===== src/rtl/dram_ecc_log_pkg.sv =====
// Package: register offsets, field positions and the capture record type
// shared by the error log block, its submodules and its checker.
package dram_ecc_log_pkg;

    localparam int REG_W  = 32;
    localparam int CHK_W  = 8;
    localparam int CS_W   = 2;
    localparam int BANK_W = 3;
    localparam int ROW_W  = 16;
    localparam int COL_W  = 15;
    localparam int THR_W  = 8;

    // Byte offsets decoded by software
    localparam logic [8:0] OFF_CFG    = 9'h000;
    localparam logic [8:0] OFF_DHI    = 9'h040;
    localparam logic [8:0] OFF_DLO    = 9'h044;
    localparam logic [8:0] OFF_RXCHK  = 9'h048;
    localparam logic [8:0] OFF_CALC   = 9'h04C;
    localparam logic [8:0] OFF_LOC    = 9'h050;
    localparam logic [8:0] OFF_CTRL   = 9'h054;
    localparam logic [8:0] OFF_SBECNT = 9'h058;
    localparam logic [8:0] OFF_DBECNT = 9'h05C;
    localparam logic [8:0] OFF_CAUSEA = 9'h0D0;
    localparam logic [8:0] OFF_CAUSEB = 9'h0D8;

    // Configuration bits
    localparam int CFG_EN_BIT   = 18;
    localparam int CFG_REGD_BIT = 17;
    localparam int CFG_WIDE_BIT = 15;

    // Field positions
    localparam int THR_LSB  = 16;
    localparam int TYPE_BIT = 0;
    localparam int CS_LSB   = 1;
    localparam int COL_LSB  = 8;
    localparam int BANK_LSB = 23;
    localparam int ROW_LSB  = 8;

    // Cause vector
    localparam int CAUSE_N   = 2;
    localparam int CAUSE_SBE = 0;
    localparam int CAUSE_DBE = 1;

    // Class index used by the counter array
    localparam int CLS_N   = 2;
    localparam int CLS_SBE = 0;
    localparam int CLS_DBE = 1;

    typedef struct packed {
        logic              dbl;
        logic [CS_W-1:0]   cs;
        logic [BANK_W-1:0] bank;
        logic [ROW_W-1:0]  row;
        logic [COL_W-1:0]  col;
        logic [CHK_W-1:0]  rx;
        logic [CHK_W-1:0]  calc;
    } err_rec_t;

endpackage


===== src/rtl/ecc_sat_counter.sv =====
// Saturating event counter.
// Counts one per cycle with inc high and holds at all-ones.
// A clear request is honoured only in a cycle without inc, so an event is
// never lost to a clear.
module ecc_sat_counter #(
    parameter int W = 32
) (
    input  logic         clk,
    input  logic         rst_n,
    input  logic         inc,
    input  logic         clr,
    output logic [W-1:0] cnt
);

    // Count, saturate, or clear when idle
    always_ff @(posedge clk) begin
        if (!rst_n) begin
            cnt <= '0;
        end else if (inc) begin
            if (cnt != {W{1'b1}}) begin
                cnt <= cnt + W'(1);
            end
        end else if (clr) begin
            cnt <= '0;
        end
    end

endmodule


===== src/rtl/ecc_cause_bits.sv =====
// Cause bit vector.
// A software write clears each bit written as 0 and keeps each bit written
// as 1. A set request in the same cycle overrides the clear.
module ecc_cause_bits #(
    parameter int N = 2
) (
    input  logic         clk,
    input  logic         rst_n,
    input  logic [N-1:0] set,
    input  logic         wr,
    input  logic [N-1:0] keep,
    output logic [N-1:0] bits
);

    // Merge hardware sets with software write-zero clears
    always_ff @(posedge clk) begin
        if (!rst_n) begin
            bits <= '0;
        end else begin
            bits <= set | (wr ? (bits & keep) : bits);
        end
    end

endmodule


===== src/rtl/ecc_capture.sv =====
// Snapshot of the latest captured error.
// Every load overwrites all fields. There is no software write path.
module ecc_capture
    import dram_ecc_log_pkg::*;
#(
    parameter int DATA_W = 64
) (
    input  logic              clk,
    input  logic              rst_n,
    input  logic              load,
    input  err_rec_t          rec_in,
    input  logic [DATA_W-1:0] data_in,
    output err_rec_t          rec_q,
    output logic [DATA_W-1:0] data_q
);

    // Overwrite the whole record on each capture
    always_ff @(posedge clk) begin
        if (!rst_n) begin
            rec_q  <= '0;
            data_q <= '0;
        end else if (load) begin
            rec_q  <= rec_in;
            data_q <= data_in;
        end
    end

endmodule


===== src/rtl/dram_ecc_log.sv =====
// DRAM ECC error log register block (top).
// It takes per-beat error events from an external SECDED checker. It counts
// single-bit and double-bit errors separately, latches the latest captured
// error and raises cause bits and irq.
// Assumes at most one event per cycle, DATA_W > 32 and CNT_W <= 32.
// Reads are combinational and writes take effect at the next rising edge.
module dram_ecc_log
    import dram_ecc_log_pkg::*;
#(
    parameter int DATA_W = 64,
    parameter int CNT_W  = 32,
    parameter int ADDR_W = 9
) (
    input  logic              clk,
    input  logic              rst_n,
    input  logic              ev_valid,
    input  logic              ev_dbl,
    input  logic [7:0]        ev_rx_chk,
    input  logic [7:0]        ev_calc_chk,
    input  logic [DATA_W-1:0] ev_data,
    input  logic [1:0]        ev_cs,
    input  logic [2:0]        ev_bank,
    input  logic [15:0]       ev_row,
    input  logic [14:0]       ev_col,
    input  logic              reg_wr,
    input  logic [ADDR_W-1:0] reg_addr,
    input  logic [31:0]       reg_wdata,
    output logic [31:0]       reg_rdata,
    output logic              irq
);

    localparam int HI_W  = DATA_W - REG_W;
    localparam int CMP_W = (CNT_W > THR_W) ? CNT_W : THR_W;

    // Configuration and control state
    logic             cfg_en_q;
    logic             cfg_regd_q;
    logic             cfg_wide_q;
    logic [THR_W-1:0] thr_q;

    // Address decode
    logic hit_cfg, hit_ctrl, hit_causea, hit_causeb;
    logic [CLS_N-1:0] hit_cnt;

    // Event qualification
    logic             sbe_hit, dbe_hit;
    logic [CNT_W-1:0] sbe_after;
    logic             sbe_capture;
    logic             cap_load;

    // Counters, causes and snapshot
    logic [CNT_W-1:0]   cnt_q [CLS_N];
    logic [CLS_N-1:0]   cnt_inc;
    logic [CLS_N-1:0]   cnt_clr;
    logic [CNT_W-1:0]   sbe_cnt, dbe_cnt;
    logic [CAUSE_N-1:0] cause_set;
    logic [CAUSE_N-1:0] cause_err, cause_msg;
    err_rec_t           ev_rec;
    err_rec_t           cap_q;
    logic [DATA_W-1:0]  cap_data;
    logic               cap_is_dbl;

    // Decode the register offset for writes
    always_comb begin
        hit_cfg          = (reg_addr == ADDR_W'(OFF_CFG));
        hit_ctrl         = (reg_addr == ADDR_W'(OFF_CTRL));
        hit_causea       = (reg_addr == ADDR_W'(OFF_CAUSEA));
        hit_causeb       = (reg_addr == ADDR_W'(OFF_CAUSEB));
        hit_cnt[CLS_SBE] = (reg_addr == ADDR_W'(OFF_SBECNT));
        hit_cnt[CLS_DBE] = (reg_addr == ADDR_W'(OFF_DBECNT));
    end

    // Configuration register: only the three defined bits are stored
    always_ff @(posedge clk) begin
        if (!rst_n) begin
            cfg_en_q   <= 1'b0;
            cfg_regd_q <= 1'b0;
            cfg_wide_q <= 1'b0;
        end else if (reg_wr && hit_cfg) begin
            cfg_en_q   <= reg_wdata[CFG_EN_BIT];
            cfg_regd_q <= reg_wdata[CFG_REGD_BIT];
            cfg_wide_q <= reg_wdata[CFG_WIDE_BIT];
        end
    end

    // Error control register: single-bit capture threshold
    always_ff @(posedge clk) begin
        if (!rst_n) begin
            thr_q <= '0;
        end else if (reg_wr && hit_ctrl) begin
            thr_q <= reg_wdata[THR_LSB +: THR_W];
        end
    end

    // Qualify the incoming event with the enable bit
    always_comb begin
        sbe_hit   = cfg_en_q && ev_valid && !ev_dbl;
        dbe_hit   = cfg_en_q && ev_valid &&  ev_dbl;
        sbe_after = (sbe_cnt == {CNT_W{1'b1}}) ? sbe_cnt : sbe_cnt + CNT_W'(1);
        sbe_capture = sbe_hit && (thr_q != '0) &&
                      (CMP_W'(sbe_after) >= CMP_W'(thr_q));
        cap_load  = dbe_hit || sbe_capture;
    end

    assign cnt_inc[CLS_SBE] = sbe_hit;
    assign cnt_inc[CLS_DBE] = dbe_hit;

    // One saturating counter per error class
    for (genvar g = 0; g < CLS_N; g++) begin : g_cnt
        assign cnt_clr[g] = reg_wr && hit_cnt[g] && (reg_wdata == '0);
        ecc_sat_counter #(.W(CNT_W)) u_cnt (
            .clk   (clk),
            .rst_n (rst_n),
            .inc   (cnt_inc[g]),
            .clr   (cnt_clr[g]),
            .cnt   (cnt_q[g])
        );
    end

    assign sbe_cnt = cnt_q[CLS_SBE];
    assign dbe_cnt = cnt_q[CLS_DBE];

    assign cause_set[CAUSE_SBE] = sbe_hit;
    assign cause_set[CAUSE_DBE] = dbe_hit;

    // Error cause register
    ecc_cause_bits #(.N(CAUSE_N)) u_cause_err (
        .clk   (clk),
        .rst_n (rst_n),
        .set   (cause_set),
        .wr    (reg_wr && hit_causea),
        .keep  (reg_wdata[CAUSE_N-1:0]),
        .bits  (cause_err)
    );

    // Message cause register
    ecc_cause_bits #(.N(CAUSE_N)) u_cause_msg (
        .clk   (clk),
        .rst_n (rst_n),
        .set   (cause_set),
        .wr    (reg_wr && hit_causeb),
        .keep  (reg_wdata[CAUSE_N-1:0]),
        .bits  (cause_msg)
    );

    // Pack the event fields into a capture record
    always_comb begin
        ev_rec.dbl  = ev_dbl;
        ev_rec.cs   = ev_cs;
        ev_rec.bank = ev_bank;
        ev_rec.row  = ev_row;
        ev_rec.col  = ev_col;
        ev_rec.rx   = ev_rx_chk;
        ev_rec.calc = ev_calc_chk;
    end

    ecc_capture #(.DATA_W(DATA_W)) u_cap (
        .clk     (clk),
        .rst_n   (rst_n),
        .load    (cap_load),
        .rec_in  (ev_rec),
        .data_in (ev_data),
        .rec_q   (cap_q),
        .data_q  (cap_data)
    );

    assign cap_is_dbl = cap_q.dbl;

    // Interrupt line: any pending cause
    assign irq = (|cause_err) || (|cause_msg);

    // Combinational read multiplexer
    always_comb begin
        reg_rdata = '0;
        case (reg_addr)
            ADDR_W'(OFF_CFG): begin
                reg_rdata[CFG_EN_BIT]   = cfg_en_q;
                reg_rdata[CFG_REGD_BIT] = cfg_regd_q;
                reg_rdata[CFG_WIDE_BIT] = cfg_wide_q;
            end
            ADDR_W'(OFF_DHI):   reg_rdata[HI_W-1:0] = cap_data[DATA_W-1:REG_W];
            ADDR_W'(OFF_DLO):   reg_rdata = cap_data[REG_W-1:0];
            ADDR_W'(OFF_RXCHK): reg_rdata[CHK_W-1:0] = cap_q.rx;
            ADDR_W'(OFF_CALC): begin
                reg_rdata[CHK_W-1:0]         = cap_q.calc;
                reg_rdata[ROW_LSB +: ROW_W]  = cap_q.row;
            end
            ADDR_W'(OFF_LOC): begin
                reg_rdata[TYPE_BIT]           = cap_q.dbl;
                reg_rdata[CS_LSB +: CS_W]     = cap_q.cs;
                reg_rdata[COL_LSB +: COL_W]   = cap_q.col;
                reg_rdata[BANK_LSB +: BANK_W] = cap_q.bank;
            end
            ADDR_W'(OFF_CTRL):   reg_rdata[THR_LSB +: THR_W] = thr_q;
            ADDR_W'(OFF_SBECNT): reg_rdata = REG_W'(sbe_cnt);
            ADDR_W'(OFF_DBECNT): reg_rdata = REG_W'(dbe_cnt);
            ADDR_W'(OFF_CAUSEA): reg_rdata[CAUSE_N-1:0] = cause_err;
            ADDR_W'(OFF_CAUSEB): reg_rdata[CAUSE_N-1:0] = cause_msg;
            default:             reg_rdata = '0;
        endcase
    end

endmodule


===== config.mk =====
export PLATFORM = sky130hd
export DESIGN_NAME = dram_ecc_log
export DESIGN_NICKNAME = d
export VERILOG_FILES = /design/src/rtl/dram_ecc_log_pkg.sv /design/src/rtl/ecc_sat_counter.sv /design/src/rtl/ecc_cause_bits.sv /design/src/rtl/ecc_capture.sv /design/src/rtl/dram_ecc_log.sv
export SDC_FILE = /design/constraint.sdc
export NUM_CORES = 1
export LEC_CHECK = 0
export ABC_CLOCK_PERIOD_IN_PS = 4400
export BUFFER_PORTS_ARGS = -buffer_cell sky130_fd_sc_hd__buf_2
export CELL_PAD_IN_SITES_DETAIL_PLACEMENT = 1
export CELL_PAD_IN_SITES_GLOBAL_PLACEMENT = 1
export CORE_ASPECT_RATIO = 2
export CORE_MARGIN = 4
export CORE_UTILIZATION = 41
export CTS_BUF_LIST = sky130_fd_sc_hd__clkbuf_4 sky130_fd_sc_hd__clkbuf_8 sky130_fd_sc_hd__clkbuf_16
export CTS_CLUSTER_DIAMETER = 50
export CTS_CLUSTER_SIZE = 14
export DETAILED_ROUTE_END_ITERATION = 6
export GPL_ROUTABILITY_DRIVEN = 0
export HOLD_SLACK_MARGIN = 0.05
export PLACE_DENSITY_LB_ADDON = 0.1
export SLEW_MARGIN = 30
export SYNTH_ARGS = -nofsm -noshare
export SYNTH_HDL_FRONTEND = slang
export SYNTH_SLANG_ARGS = --single-unit

===== constraint.sdc =====
create_clock -name clk -period 4.4 [get_ports clk]
set_clock_uncertainty 0.15 [all_clocks]
set_input_delay 0.22 -clock clk [delete_from_list [all_inputs] [get_ports clk]]
set_output_delay 0.22 -clock clk [all_outputs]
set_load 0.005 [all_outputs]

# == Word-level counts from Yosys, hierarchy flattened ==
# Cells that the tools add are included.
# op_classes
muxes,19
n_reduce_logical,25
bitwise_logic,4
n_eq_ne,15
magnitude_cmp,1
addsub,2
# ops
op,n
32-bit 2-to-1 mux,7
"9-bit by 7-bit == test with 1-bit output, second input constant",8
"32-bit by 1-bit adder with 32-bit output, second input constant",2
"32-bit != test, second input constant",2
7-bit one-hot mux with 6 select lines,1
5-bit one-hot mux with 7 select lines,1
"32-bit == test, second input constant",1
32-bit by 8-bit >= comparator with 1-bit output,1
32-bit logical NOT,1
5-bit one-hot mux with 6 select lines,1
6-bit one-hot mux with 4 select lines,1
1-bit one-hot mux with 7 select lines,3
"9-bit by 8-bit == test with 1-bit output, second input constant",2
2-bit one-hot mux with 9 select lines,1
2-bit one-hot mux with 8 select lines,1
1-bit logical AND,13
2-bit one-hot mux with 5 select lines,1
9-bit logical NOT,1
8-bit nonzero test,1
2-bit AND,2
2-bit 2-to-1 mux,2
2-bit bitwise OR,2
2-bit AND reduction,2
2-bit nonzero test,2
other kinds (5),7
# word_totals
in_bits,162
reg_bits,196
elab_cells,82

# == Logic depth before layout (Yosys ltp) ==
# Gate-level depths: netlist (run 1).
# logic_depth
ltp_word,5
mapped_depth,18

# == By module ==
# Synthesis (run 1) repeated with hierarchy kept, for this count alone.
# hier_totals
cells_unflattened,1223
hier_area_um2,10817.9
# modules_own_cells
module,seq_area_each_um2,instances,area_each_um2,cells_each
ecc_capture,2342.2,1,4420.5,377
ecc_sat_counter,640.6,2,1801.7,221
dram_ecc_log,220.2,1,2643.8,388
ecc_cause_bits,40.0,2,75.1,8

# == Least setup slack after synthesis (run 1) ==
# Ideal clock, no wire load.
# synth_timing
path_type,register -> register
from,register g_cnt[0].u_cnt.cnt[1]
to,register u_cap.data_q[0]
setup_ns,0.072
arrival_time_ns,3.679
n_path_buf,4
setup_slack_ns,0.500
t_required_ns,4.178
stages_incl_launch_ff,19
cell_sequence,dfxtp_1 > ha_1 > nand3_1 > nor4_1 > nand4_1 > clkbuf_1 > xnor2_1 > ha_1 > nand2b_1 > a211oi_1 > o21ai_0 > a41oi_1 > nand4_1 > nor3_1 > a32o_1 > buf_6 > buf_6 > buf_6 > mux2i_1
# synth_between
elab_chain_cells,5
word_cells_on_any_way,6
classes_between,add/sub: 1; order compare: 1; eq/ne: 1; mux: 1; reduce/logical: 2
# synth_lines
element,line,rtl
start: declaration,ecc_sat_counter.sv:12,output logic [W-1:0] cnt
start signal: assignment,ecc_sat_counter.sv:21,cnt <= cnt + W'(1);
32-bit by 1-bit adder with 32-bit output / 32-bit == test (equally long branches),dram_ecc_log.sv:99,sbe_after = (sbe_cnt == {CNT_W{1'b1}}) ? sbe_cnt : sbe_cnt + CNT_W'(1);
32-bit 2-to-1 mux (*),dram_ecc_log.sv:99,
32-bit by 8-bit >= comparator with 1-bit output (*),dram_ecc_log.sv:101,(CMP_W'(sbe_after) >= CMP_W'(thr_q));
1-bit logical AND (*),dram_ecc_log.sv:100,sbe_capture = sbe_hit && (thr_q != '0) &&
1-bit logical OR (*),dram_ecc_log.sv:102,cap_load = dbe_hit || sbe_capture;
end signal: assignment,ecc_capture.sv:24,data_q <= data_in;
end: declaration,ecc_capture.sv:14,output logic [DATA_W-1:0] data_q
# Every way passes the cells marked *; elsewhere a longest branch is shown, timed or not.
# A chain may end at the register's enable or synchronous reset.

# == Worst setup path after layout (run 1) ==
# layout_timing
from,register g_cnt[0].u_cnt.cnt[5]
to,register u_cap.rec_q[43] (netlist bit)
# layout_between
elab_chain_cells,5
word_cells_on_any_way,6
classes_between,add/sub: 1; order compare: 1; eq/ne: 1; mux: 1; reduce/logical: 2
# layout_lines
element,line,rtl
32-bit by 1-bit adder with 32-bit output / 32-bit == test (equally long branches),dram_ecc_log.sv:99,
32-bit 2-to-1 mux (*),dram_ecc_log.sv:99,
32-bit by 8-bit >= comparator with 1-bit output (*),dram_ecc_log.sv:101,
1-bit logical AND (*),dram_ecc_log.sv:100,
1-bit logical OR (*),dram_ecc_log.sv:102,
end signal: assignment,ecc_capture.sv:23,rec_q <= rec_in;
end: declaration,ecc_capture.sv:13,"output err_rec_t rec_q,"
# Marked as above.

==> run_results.csv, run 1 <==
group,metric,value,unit
final_layout,area_delta_synth_final,34.4,%
setup_path,rrSetupSlack,0.31,ns
clock_network,clkTransAtPathRegs,0.07,ns
global_route,grt_max_degree,239,
route,vias,11100,
clock_network,tritoncts,"built",
pwr,p_per_area,263,nW/um^2
synth,synth_warnings,0,
sta,tns,0,ns
sta,fin_ws,0.309,ns
floorplan,core,24500,sq um
global_route,grt_pass1_wl,67.4,mm
sta,setup_violations,0,
route,drt_iter0_markers,735,
setup_path,cp.required,4.61,ns
sta,final.min_clock_period,4.09,ns
setup_path,r2r_cells,15,
global_route,grtUsageTotal,31.4,%
setup_path,worst_path_most_repeated_cell,"nand4_1",
setup_path,cp_cell_sequence,"nand4_1 -> nor4_2 -> nand4_1 -> xnor2_1 -> ha_1 -> nand2b_1 -> a211oi_1 -> o21ai_0 -> a41oi_1 -> nand4_1 -> nor3_2 -> a32o_4 -> buf_12 -> buf_12 -> mux2i_2",
floorplan,initial_utilization,41.9,%
final_layout,nNetsFinal,1766,
sta,fin_crit_sh,93.0,%
sta,rsz0062_at_grt,"no",
synth,synthTopCellsByCount,"nand2_1, dfxtp_1, mux2i_1, nor2_1, clkbuf_1",
setup_path,critPathSlowestCell,"dfxtp_2",
synth,yosysMostFrequentCell,"nand2_1",
global_route,antenna_found_initial,2,
floorplan,die_w,120,um
synth,async_flop_share,0,%
placement,hpwl,29.4,mm
setup_path,worstPathArrival,4.30,ns
placement,io_buffers,194,
global_route,overflow,0,
floorplan,fp.dieH,232,um
route,vias_per_cell,5.71,
pwr,worst_ir_drop_vdd,0.314,mV
clock_network,htree_num_levels,4,
clock_network,clkSinkCount,196,
final_layout,fill_cells,2977,
clock_network,clk_latency,0.46,ns
synth,synth_area,10300,sq um
synth,synth-main-ff-cell,"dfxtp_1",
sta,fmax,244,MHz
route,routed_wirelength,43.8,mm
synth,yosys.area.top_type,"dfxtp_1",
clock_network,clock-root-buffer,"clkbuf_16",
sta,slew_viol_final,0,
route,first_pass_iters,7,
setup_path,path_class,"reg2reg",
job,maxCapViolations,0,
global_route,grt_pass1_vias,12000,
final_layout,drive_above_1_share,19.2,%
outcome,status,"finished clean",
synth,syn_nets,1453,
sta,worst_slew_pin_slew,0.934,ns
floorplan,design.die.area,27800,sq um
sta,maxSlewHeadroom,37.8,%
setup_path,setup.worst_path.start_class,"flip-flop",
synth,yosysTopAreaCellShare,38.2,%
route,ant_nets,0,
placement,pre_cts_ws,0.0435,ns
synth,synthDistinctLibCells,56,
hold_path,worstHoldPathCells,4,
floorplan,boundaryPins,195,
synth,syn-instance-count,1281,
setup_path,max_stage_delay,0.43,ns
synth,ys_seq_elements,196,
hold_path,holdCritPathClass,"in2reg",
route,post_drt_wl_per_cell,22.6,um
route,drc,0,
synth,synth_enable_flop_cells,0,
sta,fin_hold_ws,0.0741,ns
setup_path,end_kind,"flip-flop",
synth,avgSynthCellArea,8.02,sq um
clock_network,cts_buffer_depth,2,
pwr,leakagePower,6.20,nW
sta,hold_violations,0,
clock_network,numCtsBuffers,17,
synth,synth_area_leaders,"dfxtp_1, mux2i_1, nand2_1",
floorplan,fp-row-count,81,
synth,ys_seq_area_share,38.2,%
setup_path,crit_fanout,19,
## critical path: cells and delay by family, from the launching register on
family / cells / cell delay, ns
AND/OR/NAND/NOR: 6 / 1.35
AO/OA/AOI/OAI: 4 / 0.84
flip-flops: 1 / 0.43
buffers and inverters: 2 / 0.40
multiplexers: 1 / 0.30
XOR/XNOR: 1 / 0.26
adder cells (fa/ha/maj): 1 / 0.25
## layout by cell type (no fill, tap or decap), types with 8 or more instances in the layout
| master | synthesis | final |
|---|---|---|
| xnor2_1 | 30 | 30 |
| a222oi_1 | 11 | 11 |
| and3_1 | 13 | 13 |
| o21ai_0 | 39 | 39 |
| mux2i_1 | 127 | 125 |
| nor2_1 | 83 | 79 |
| clkbuf_16 | 0 | 17 |
| a22o_1 | 11 | 11 |
| xor2_1 | 15 | 15 |
| nand2_1 | 306 | 306 |
| or3_1 | 12 | 12 |
| a21oi_1 | 54 | 54 |
| a22oi_1 | 42 | 42 |
| nand3_1 | 53 | 53 |
| buf_2 | 15 | 193 |
| inv_1 | 15 | 15 |
| nand4_1 | 25 | 25 |
| nor4_1 | 17 | 16 |
| and4_1 | 10 | 10 |
| o21a_1 | 8 | 8 |
| dlygate4sd3_1 | 0 | 135 |
| dfxtp_1 | 196 | 194 |
| buf_4 | 0 | 53 |
| ha_1 | 10 | 9 |
| nor3_1 | 26 | 24 |
| a221oi_1 | 10 | 10 |
## metal layers
layer	vias to the layer above	GRT usage (%)	share of wire [%]
met5	-	0	0
met3	128	4.41	4.4
li1	5150	-	-
met2	365	57.5	53
met4	0	19.4	6.2
met1	5426	33.5	36
## worst paths after layout
check                                                        start                            end
worst min-delay path                                      ev_valid   u_cap.rec_q[52]$_SDFFE_PN0P_
worst max register to register  g_cnt[0].u_cnt.cnt[5]$_SDFFE_PN0P_   u_cap.rec_q[43]$_SDFFE_PN0P_
worst min register to register       u_cap.data_q[12]$_SDFFE_PN0P_  u_cap.data_q[12]$_SDFFE_PN0P_
worst max-delay path            g_cnt[0].u_cnt.cnt[5]$_SDFFE_PN0P_   u_cap.rec_q[43]$_SDFFE_PN0P_
## cell type report
type                    instances  area (sq um)  share of cell area, %
repair buffers                390          2890                   21.0
flip-flops and latches        196          3930                   28.5
inverters                      16          60.1                  0.435
clock buffers                  19           447                   3.24
multi-input cells             973          5930                   42.9
well taps                     332           415                   3.01
diodes                          1          2.50                 0.0181
clock inverters                13           125                  0.907
## timing repair
item | 4_1_cts | 5_1_grt
endpoints found under the hold margin | 127 | 0
pin swaps | 0 | 4
hold buffers | 135 | 0
setup endpoints to repair | 1 | 116
cloned | 0 | 0
setup buffers | 0 | 1
gates resized for setup | 1 | 9
## cells by family (layout without fill, tap and decap cells)
| kind of cell | after synthesis | count (layout) | synth area share (%) |
|---|---|---|---|
| DFF | 196 | 196 | 38.2 |
| adders and majority gates | 10 | 10 | 1.22 |
| and+or+nand+nor | 578 | 578 | 25.6 |
| other | 0 | 1 | 0 |
| buffers and inverters | 112 | 438 | 4.71 |
| xor gates and xnor gates | 45 | 45 | 3.84 |
| muxes | 129 | 129 | 12.6 |
| AOI/OAI and AO/OA | 211 | 211 | 13.9 |
## sequential cells by signal (all words and copies together) (netlist names)
name,count
u_cap.data_q,64
u_cause_err.bits,2
g_cnt.u_cnt.cnt,64
u_cause_msg.bits,2
cfg_wide_q,1
cfg_regd_q,1
u_cap.rec_q,53
thr_q,8
cfg_en_q,1
## stage by stage
| step | std cells | power [mW] | cell area (sq um) | util [%] |
|---|---|---|---|---|
| finish | 1940 | 3.63 | 13800 | 56.3 |
| CTS | 1937 | 3.62 | 13700 | 56.0 |
| floorplan | 1281 | 1.89 | 10300 | - |
| detailed placement | 1770 | 1.99 | 11800 | 48.1 |
| global route | 1940 | 3.73 | 13800 | 56.3 |
| global placement | 1770 | 1.99 | 11800 | 48.1 |
## report_power, final
group / switching (mW) / internal [mW]
clock: 0.759 / 0.812
combinational: 0.135 / 0.150
sequential: 0.000225 / 1.77
No activity file was read; power rests on OpenSTA's default activity.
==> run 2: changes to the inputs <==
- ABC_CLOCK_PERIOD_IN_PS: 4400 -> 4800
- CORE_UTILIZATION: 41 -> 44
- clock period: 4.4 -> 4.8 ns (I/O delays scaled with it)
==> run 2 against run 1 <==
Effect of this change:
- flip-flop and latch count stayed put
- critical endpoint is now u_cap.data_q[39]$_SDFFE_PN0P_
- die area shrank 6.5%
- total power fell by 5.4%
- design area is 1.7% lower
- global-route usage is 4.8 points higher
- largest power group unchanged
- clock power is essentially flat
- sequential share of layout area is 0.46 points higher
- worst hold slack improved by 0.012 ns
==> run_results.csv, run 2 (synthesis results as in run 1) <==
group,metric,value,unit
setup_path,path_delay_family,"simple AND/OR/NAND/NOR gates",
job,maxCapViolations,0,
setup_path,crit_fanout,38,
setup_path,critPathSlowestCell,"dfxtp_1",
clock_network,clkTransAtPathRegs,0.07,ns
setup_path,cp_cell_sequence,"ha_2 -> nand3_1 -> nor4_2 -> nand4_1 -> xnor2_1 -> ha_1 -> nand2b_1 -> a211oi_1 -> o21ai_0 -> a41oi_1 -> nand4_1 -> nor3_2 -> a32o_4 -> buf_12 -> mux2i_1",
clock_network,clkSinkCount,196,
final_layout,layout_common_cells,"nand2_1, dfxtp_1, buf_2, dlygate4sd3_1, mux2i_1",
clock_network,htree_num_levels,4,
sta,worst_slew_pin_slew,0.988,ns
global_route,overflow,0,
floorplan,fp.dieH,224,um
floorplan,fp-row-count,78,
sta,hold_violations,0,
route,ant_nets,0,
setup_path,setup.worst_path.start_class,"flip-flop",
setup_path,worstPathArrival,4.73,ns
placement,io_buffers,194,
global_route,grt_pass1_vias,12500,
sta,fin_hold_ws,0.0864,ns
pwr,worst_ir_drop_vdd,0.281,mV
setup_path,cp.depth,15,
route,drc,0,
pwr,power.total,3.43,mW
floorplan,die_w,116,um
final_layout,top_regs,"g_cnt.u_cnt.cnt (64), u_cap.data_q (64), u_cap.rec_q (53)",
final_layout,layout_commonest_cell,"nand2_1",
setup_path,cp.required,5.02,ns
clock_network,tritoncts,"built",
route,drt_iter0_markers,838,
final_layout,drive_above_1_share,18.2,%
placement,hpwl,29.6,mm
setup_path,cp.buffers_inverters,1,
hold_path,worstHoldPathCells,4,
route,vias_per_cell,6.15,
sta,fin_crit_sh,94.0,%
outcome,status,"finished clean",
floorplan,boundaryPins,195,
final_layout,finalNonFillerCells,1871,
clock_network,clock-root-buffer,"clkbuf_16",
pwr,p_per_area,253,nW/um^2
global_route,antenna_found_initial,1,
global_route,grtUsageTotal,36.2,%
global_route,grt_max_degree,81,
final_layout,area_delta_synth_final,32.1,%
floorplan,initial_utilization,45.0,%
sta,rsz0062_at_grt,"no",
route,first_pass_iters,7,
floorplan,core,22800,sq um
sta,tns,0,ns
placement,place_inst,1700,
route,routed_wirelength,47.0,mm
pwr,leakagePower,6.13,nW
final_layout,fin_util,59.4,%
clock_network,cts_buffer_depth,2,
sta,setup_violations,0,
sta,maxSlewHeadroom,34.2,%
setup_path,path_class,"reg2reg",
route,vias,11500,
setup_path,r2r_cells,15,
route,post_drt_wl_per_cell,25.1,um
clock_network,numCtsBuffers,17,
sta,slew_viol_final,0,
sta,fmax,222,MHz
sta,final.min_clock_period,4.51,ns
final_layout,nNetsFinal,1750,
setup_path,max_stage_delay,0.48,ns
final_layout,fill_cells,2765,
setup_path,worst_path_most_repeated_cell,"nand4_1",
global_route,grt_pass1_wl,71.6,mm
clock_network,clk_latency,0.46,ns
setup_path,end_kind,"flip-flop",
floorplan,design.die.area,26000,sq um
hold_path,holdCritPathClass,"in2reg",
run 2: worst reg2reg max path: cells and delay by family, from the launching register on:
family / cells / cell delay (ns)
DFF: 1 / 0.48
adders and majority gates: 2 / 0.54
muxes: 1 / 0.36
and+or+nand+nor: 6 / 1.46
AOI/OAI and AO/OA: 4 / 0.92
xor gates and xnor gates: 1 / 0.24
buffers and inverters: 1 / 0.28
run 2: cell type report:
class	count	area (sq um)	area share, %
inverters	16	60.1	0.443
clock inverters	12	153	1.13
multi-input cells	973	5910	43.6
repair buffers	374	2710	20.0
well taps	280	350	2.58
clock buffers	19	447	3.29
flip-flops and latches	196	3930	28.9
diodes	1	2.50	0.0184
run 2: per-layer routing:
| metal | vias up | wire length (um) | GRT usage (%) |
|---|---|---|---|
| met4 | 0 | 3290 | 22.6 |
| met3 | 203 | 2690 | 7.57 |
| met5 | - | 0 | 0 |
| li1 | 5114 | - | - |
| met1 | 5680 | 16500 | 38.0 |
| met2 | 509 | 24500 | 64.1 |
run 2: final timing paths:
check	slack, ns	endpoint	start
max	0.29	u_cap.data_q[39]$_SDFFE_PN0P_	g_cnt[0].u_cnt.cnt[1]$_SDFFE_PN0P_
min	0.09	u_cap.rec_q[52]$_SDFFE_PN0P_	ev_valid
max reg2reg	0.29	u_cap.data_q[39]$_SDFFE_PN0P_	g_cnt[0].u_cnt.cnt[1]$_SDFFE_PN0P_
min reg2reg	0.31	u_cap.rec_q[17]$_SDFFE_PN0P_	u_cap.rec_q[17]$_SDFFE_PN0P_
run 2: metrics by stage:
stage	instance area, sq um	setup slack, ns
after floorplan	10300	0.900
after global placement	11600	0.329
after detailed placement	11600	0.119
after CTS	13500	0.0891
after global routing	13600	0.0150
final	13600	0.288
run 2: repair_timing:
item                                    CTS  global route
hold buffers                            134             0
buffers inserted                          0             5
endpoints found under the setup margin    0           108
gates resized for setup                   0             4
endpoints found under the hold margin   127             0
run 2: where the power goes:
part / total [mW] / leakage, nW / switching [mW] / internal (mW)
Sequential: 1.62 / 1.58 / 0.000222 / 1.62
Clock: 1.54 / 0.302 / 0.698 / 0.840
Combinational: 0.266 / 4.25 / 0.132 / 0.134
Total: 3.43 / 6.13 / 0.830 / 2.60
==> run 3: changes to the inputs <==
- CORE_ASPECT_RATIO: 2 -> not set
==> run 3 against run 2 <==
Effect of this change:
- the flow now finishes with violations (DRC)
- design area is 0.23% lower
- worst hold slack gained 0.021 ns
- first-iteration DRC count increased by 7.8%
- flip-flop and latch count is the same
- largest power group unchanged
==> run_results.csv, run 3 (synthesis results as in run 1) <==
group,metric,value,unit
clock_network,clkTransAtPathRegs,0.10,ns
setup_path,reg2reg_to,"u_cap.rec_q[27]$_SDFFE_PN0P_",
clock_network,clock-root-buffer,"clkbuf_16",
outcome,status,"finished, violations left",
final_layout,layout_commonest_cell,"nand2_1",
placement,io_buffers,194,
sta,final.min_clock_period,4.45,ns
pwr,leakagePower,6.07,nW
clock_network,tritoncts,"built",
route,first_pass_iters,7,
floorplan,design.die.area,25800,sq um
global_route,grt_max_degree,165,
outcome,failed_checks,"DRC",
pwr,p_per_area,253,nW/um^2
setup_path,max_stage_delay,0.48,ns
final_layout,drive_above_1_share,17.6,%
sta,setup_violations,0,
sta,slew_viol_final,0,
global_route,antenna_found_initial,3,
global_route,overflow,0,
sta,rsz0062_at_grt,"no",
clock_network,cts_buffer_depth,2,
global_route,grt_pass1_wl,69.6,mm
setup_path,cp.depth,15,
route,drt_iter0_markers,903,
route,routed_wirelength,44.9,mm
setup_path,cp_cell_sequence,"ha_1 -> nand3_1 -> nor4_2 -> nand4_1 -> xnor2_1 -> ha_1 -> nand2b_1 -> a211oi_1 -> o21ai_0 -> a41oi_1 -> nand4_1 -> nor3_2 -> a32o_4 -> buf_12 -> mux2i_1",
setup_path,rrSetupSlack,0.35,ns
setup_path,crit_fanout,44,
sta,fin_hold_ws,0.108,ns
setup_path,path_class,"reg2reg",
floorplan,die_w,161,um
setup_path,cp-startpoint,"g_cnt[0].u_cnt.cnt[1]$_SDFFE_PN0P_",
global_route,grtUsageTotal,34.3,%
sta,tns,0,ns
placement,hpwl,28.0,mm
global_route,grt_pass1_vias,12000,
final_layout,fin_util,59.4,%
setup_path,r2r_cells,15,
floorplan,boundaryPins,195,
hold_path,holdCritPathClass,"in2reg",
route,vias,11200,
setup_path,end_kind,"flip-flop",
sta,maxSlewHeadroom,37.0,%
final_layout,top_regs,"g_cnt.u_cnt.cnt (64), u_cap.data_q (64), u_cap.rec_q (53)",
sta,fin_crit_sh,92.7,%
route,ant_nets,0,
setup_path,crit_path_end,"u_cap.rec_q[27]$_SDFFE_PN0P_",
setup_path,cp.buffers_inverters,1,
setup_path,worstPathArrival,4.67,ns
pwr,worst_ir_drop_vdd,0.185,mV
clock_network,htree_num_levels,4,
setup_path,path_delay_family,"simple AND/OR/NAND/NOR gates",
clock_network,clkSinkCount,196,
floorplan,fp-row-count,55,
final_layout,nNetsFinal,1735,
clock_network,numCtsBuffers,17,
setup_path,setup.worst_path.start_class,"flip-flop",
final_layout,fill_cells,2745,
final_layout,layout_common_cells,"nand2_1, dfxtp_1, buf_2, dlygate4sd3_1, mux2i_1",
floorplan,core,22800,sq um
setup_path,critPathSlowestCell,"dfxtp_1",
final_layout,area_delta_synth_final,31.8,%
floorplan,initial_utilization,45.1,%
sta,fmax,225,MHz
clock_network,clk_latency,0.46,ns
route,vias_per_cell,5.94,
sta,worst_slew_pin_slew,0.945,ns
setup_path,cp.required,5.02,ns
setup_path,timing.rr.start,"g_cnt[0].u_cnt.cnt[1]$_SDFFE_PN0P_",
floorplan,fp.dieH,161,um
sta,hold_violations,0,
job,maxCapViolations,0,
route,drc,2,
route,post_drt_wl_per_cell,23.7,um
-- run 3: cell types whose count changed in the layout (fill, tap and decap cells not counted), moves of 2 or more --
cell,change
bufinv_16,-3
inv_8,+2
clkinv_8,+6
dlygate4sd3_1,-2
buf_4,-14
inv_12,+2
clkinv_2,-5
-- run 3: layer usage --
layer | part of all wire (%) | wire [um] | vias to the layer above | GRT usage (%)
met1 | 40 | 17900 | 5520 | 41.4
met3 | 7.3 | 3270 | 124 | 8.60
met2 | 49 | 21900 | 498 | 58.1
met5 | 0.042 | 19 | - | 0
li1 | - | - | 5079 | -
met4 | 4.1 | 1840 | 4 | 14.7
-- run 3: metrics by stage --
step	instances	instance area (sq um)	setup WS [ns]	power [mW]
after detailed placement	1722	11500	0.0370	1.83
after global placement	1722	11500	0.336	1.83
after CTS	1888	13500	0.209	3.40
final	1890	13500	0.349	3.42
after floorplan	1281	10300	0.900	1.73
after global routing	1890	13500	0.0584	3.51
-- run 3: cell type report --
cell class,instances,area [sq um],area share (%)
diodes,1,2.50,0.0185
well taps,313,392,2.89
clock buffers,18,439,3.24
flip-flops and latches,196,3930,29.0
multi-input cells,973,5920,43.7
inverters,16,60.1,0.444
repair buffers,359,2610,19.3
clock inverters,14,190,1.41
-- run 3: report_power, final --
group	switching, mW	internal (mW)
clock	0.800	0.733
combinational	0.128	0.134
sequential	0.000214	1.62
total	0.928	2.49
-- run 3: worst min-delay path: cells and delay by family --
kind | cells | cell delay [ns]
buf+inv | 1 | 0.25
mux | 1 | 0.05
simple gates | 1 | 0.13
-- run 3: how the worst min path moves through the flow --
| stage | cells past startpoint | start | to | slack (ns) |
|---|---|---|---|---|
| finish | 3 | rst_n | u_cap.rec_q[31]$_SDFFE_PN0P_ | 0.11 |
| global route | 3 | rst_n | u_cap.rec_q[32]$_SDFFE_PN0P_ | 0.13 |
| CTS | 4 | ev_valid | u_cap.rec_q[52]$_SDFFE_PN0P_ | 0.09 |
| detailed placement | 2 | u_cap.rec_q[22]$_SDFFE_PN0P_ | u_cap.rec_q[22]$_SDFFE_PN0P_ | 0.30 |
| global placement | 2 | u_cap.data_q[20]$_SDFFE_PN0P_ | u_cap.data_q[20]$_SDFFE_PN0P_ | 0.29 |
| floorplan | 2 | ev_data[0] | u_cap.data_q[0]$_SDFFE_PN0P_ | 0.23 |
-- run 3: timing repair --
action                     4_1_cts  5_1_grt
hold buffers                   132        0
pin swaps                        1        0
buffers inserted                 2        0
hold endpoints to repair       127        0
gates resized for setup          0        4
setup endpoints to repair        3      104
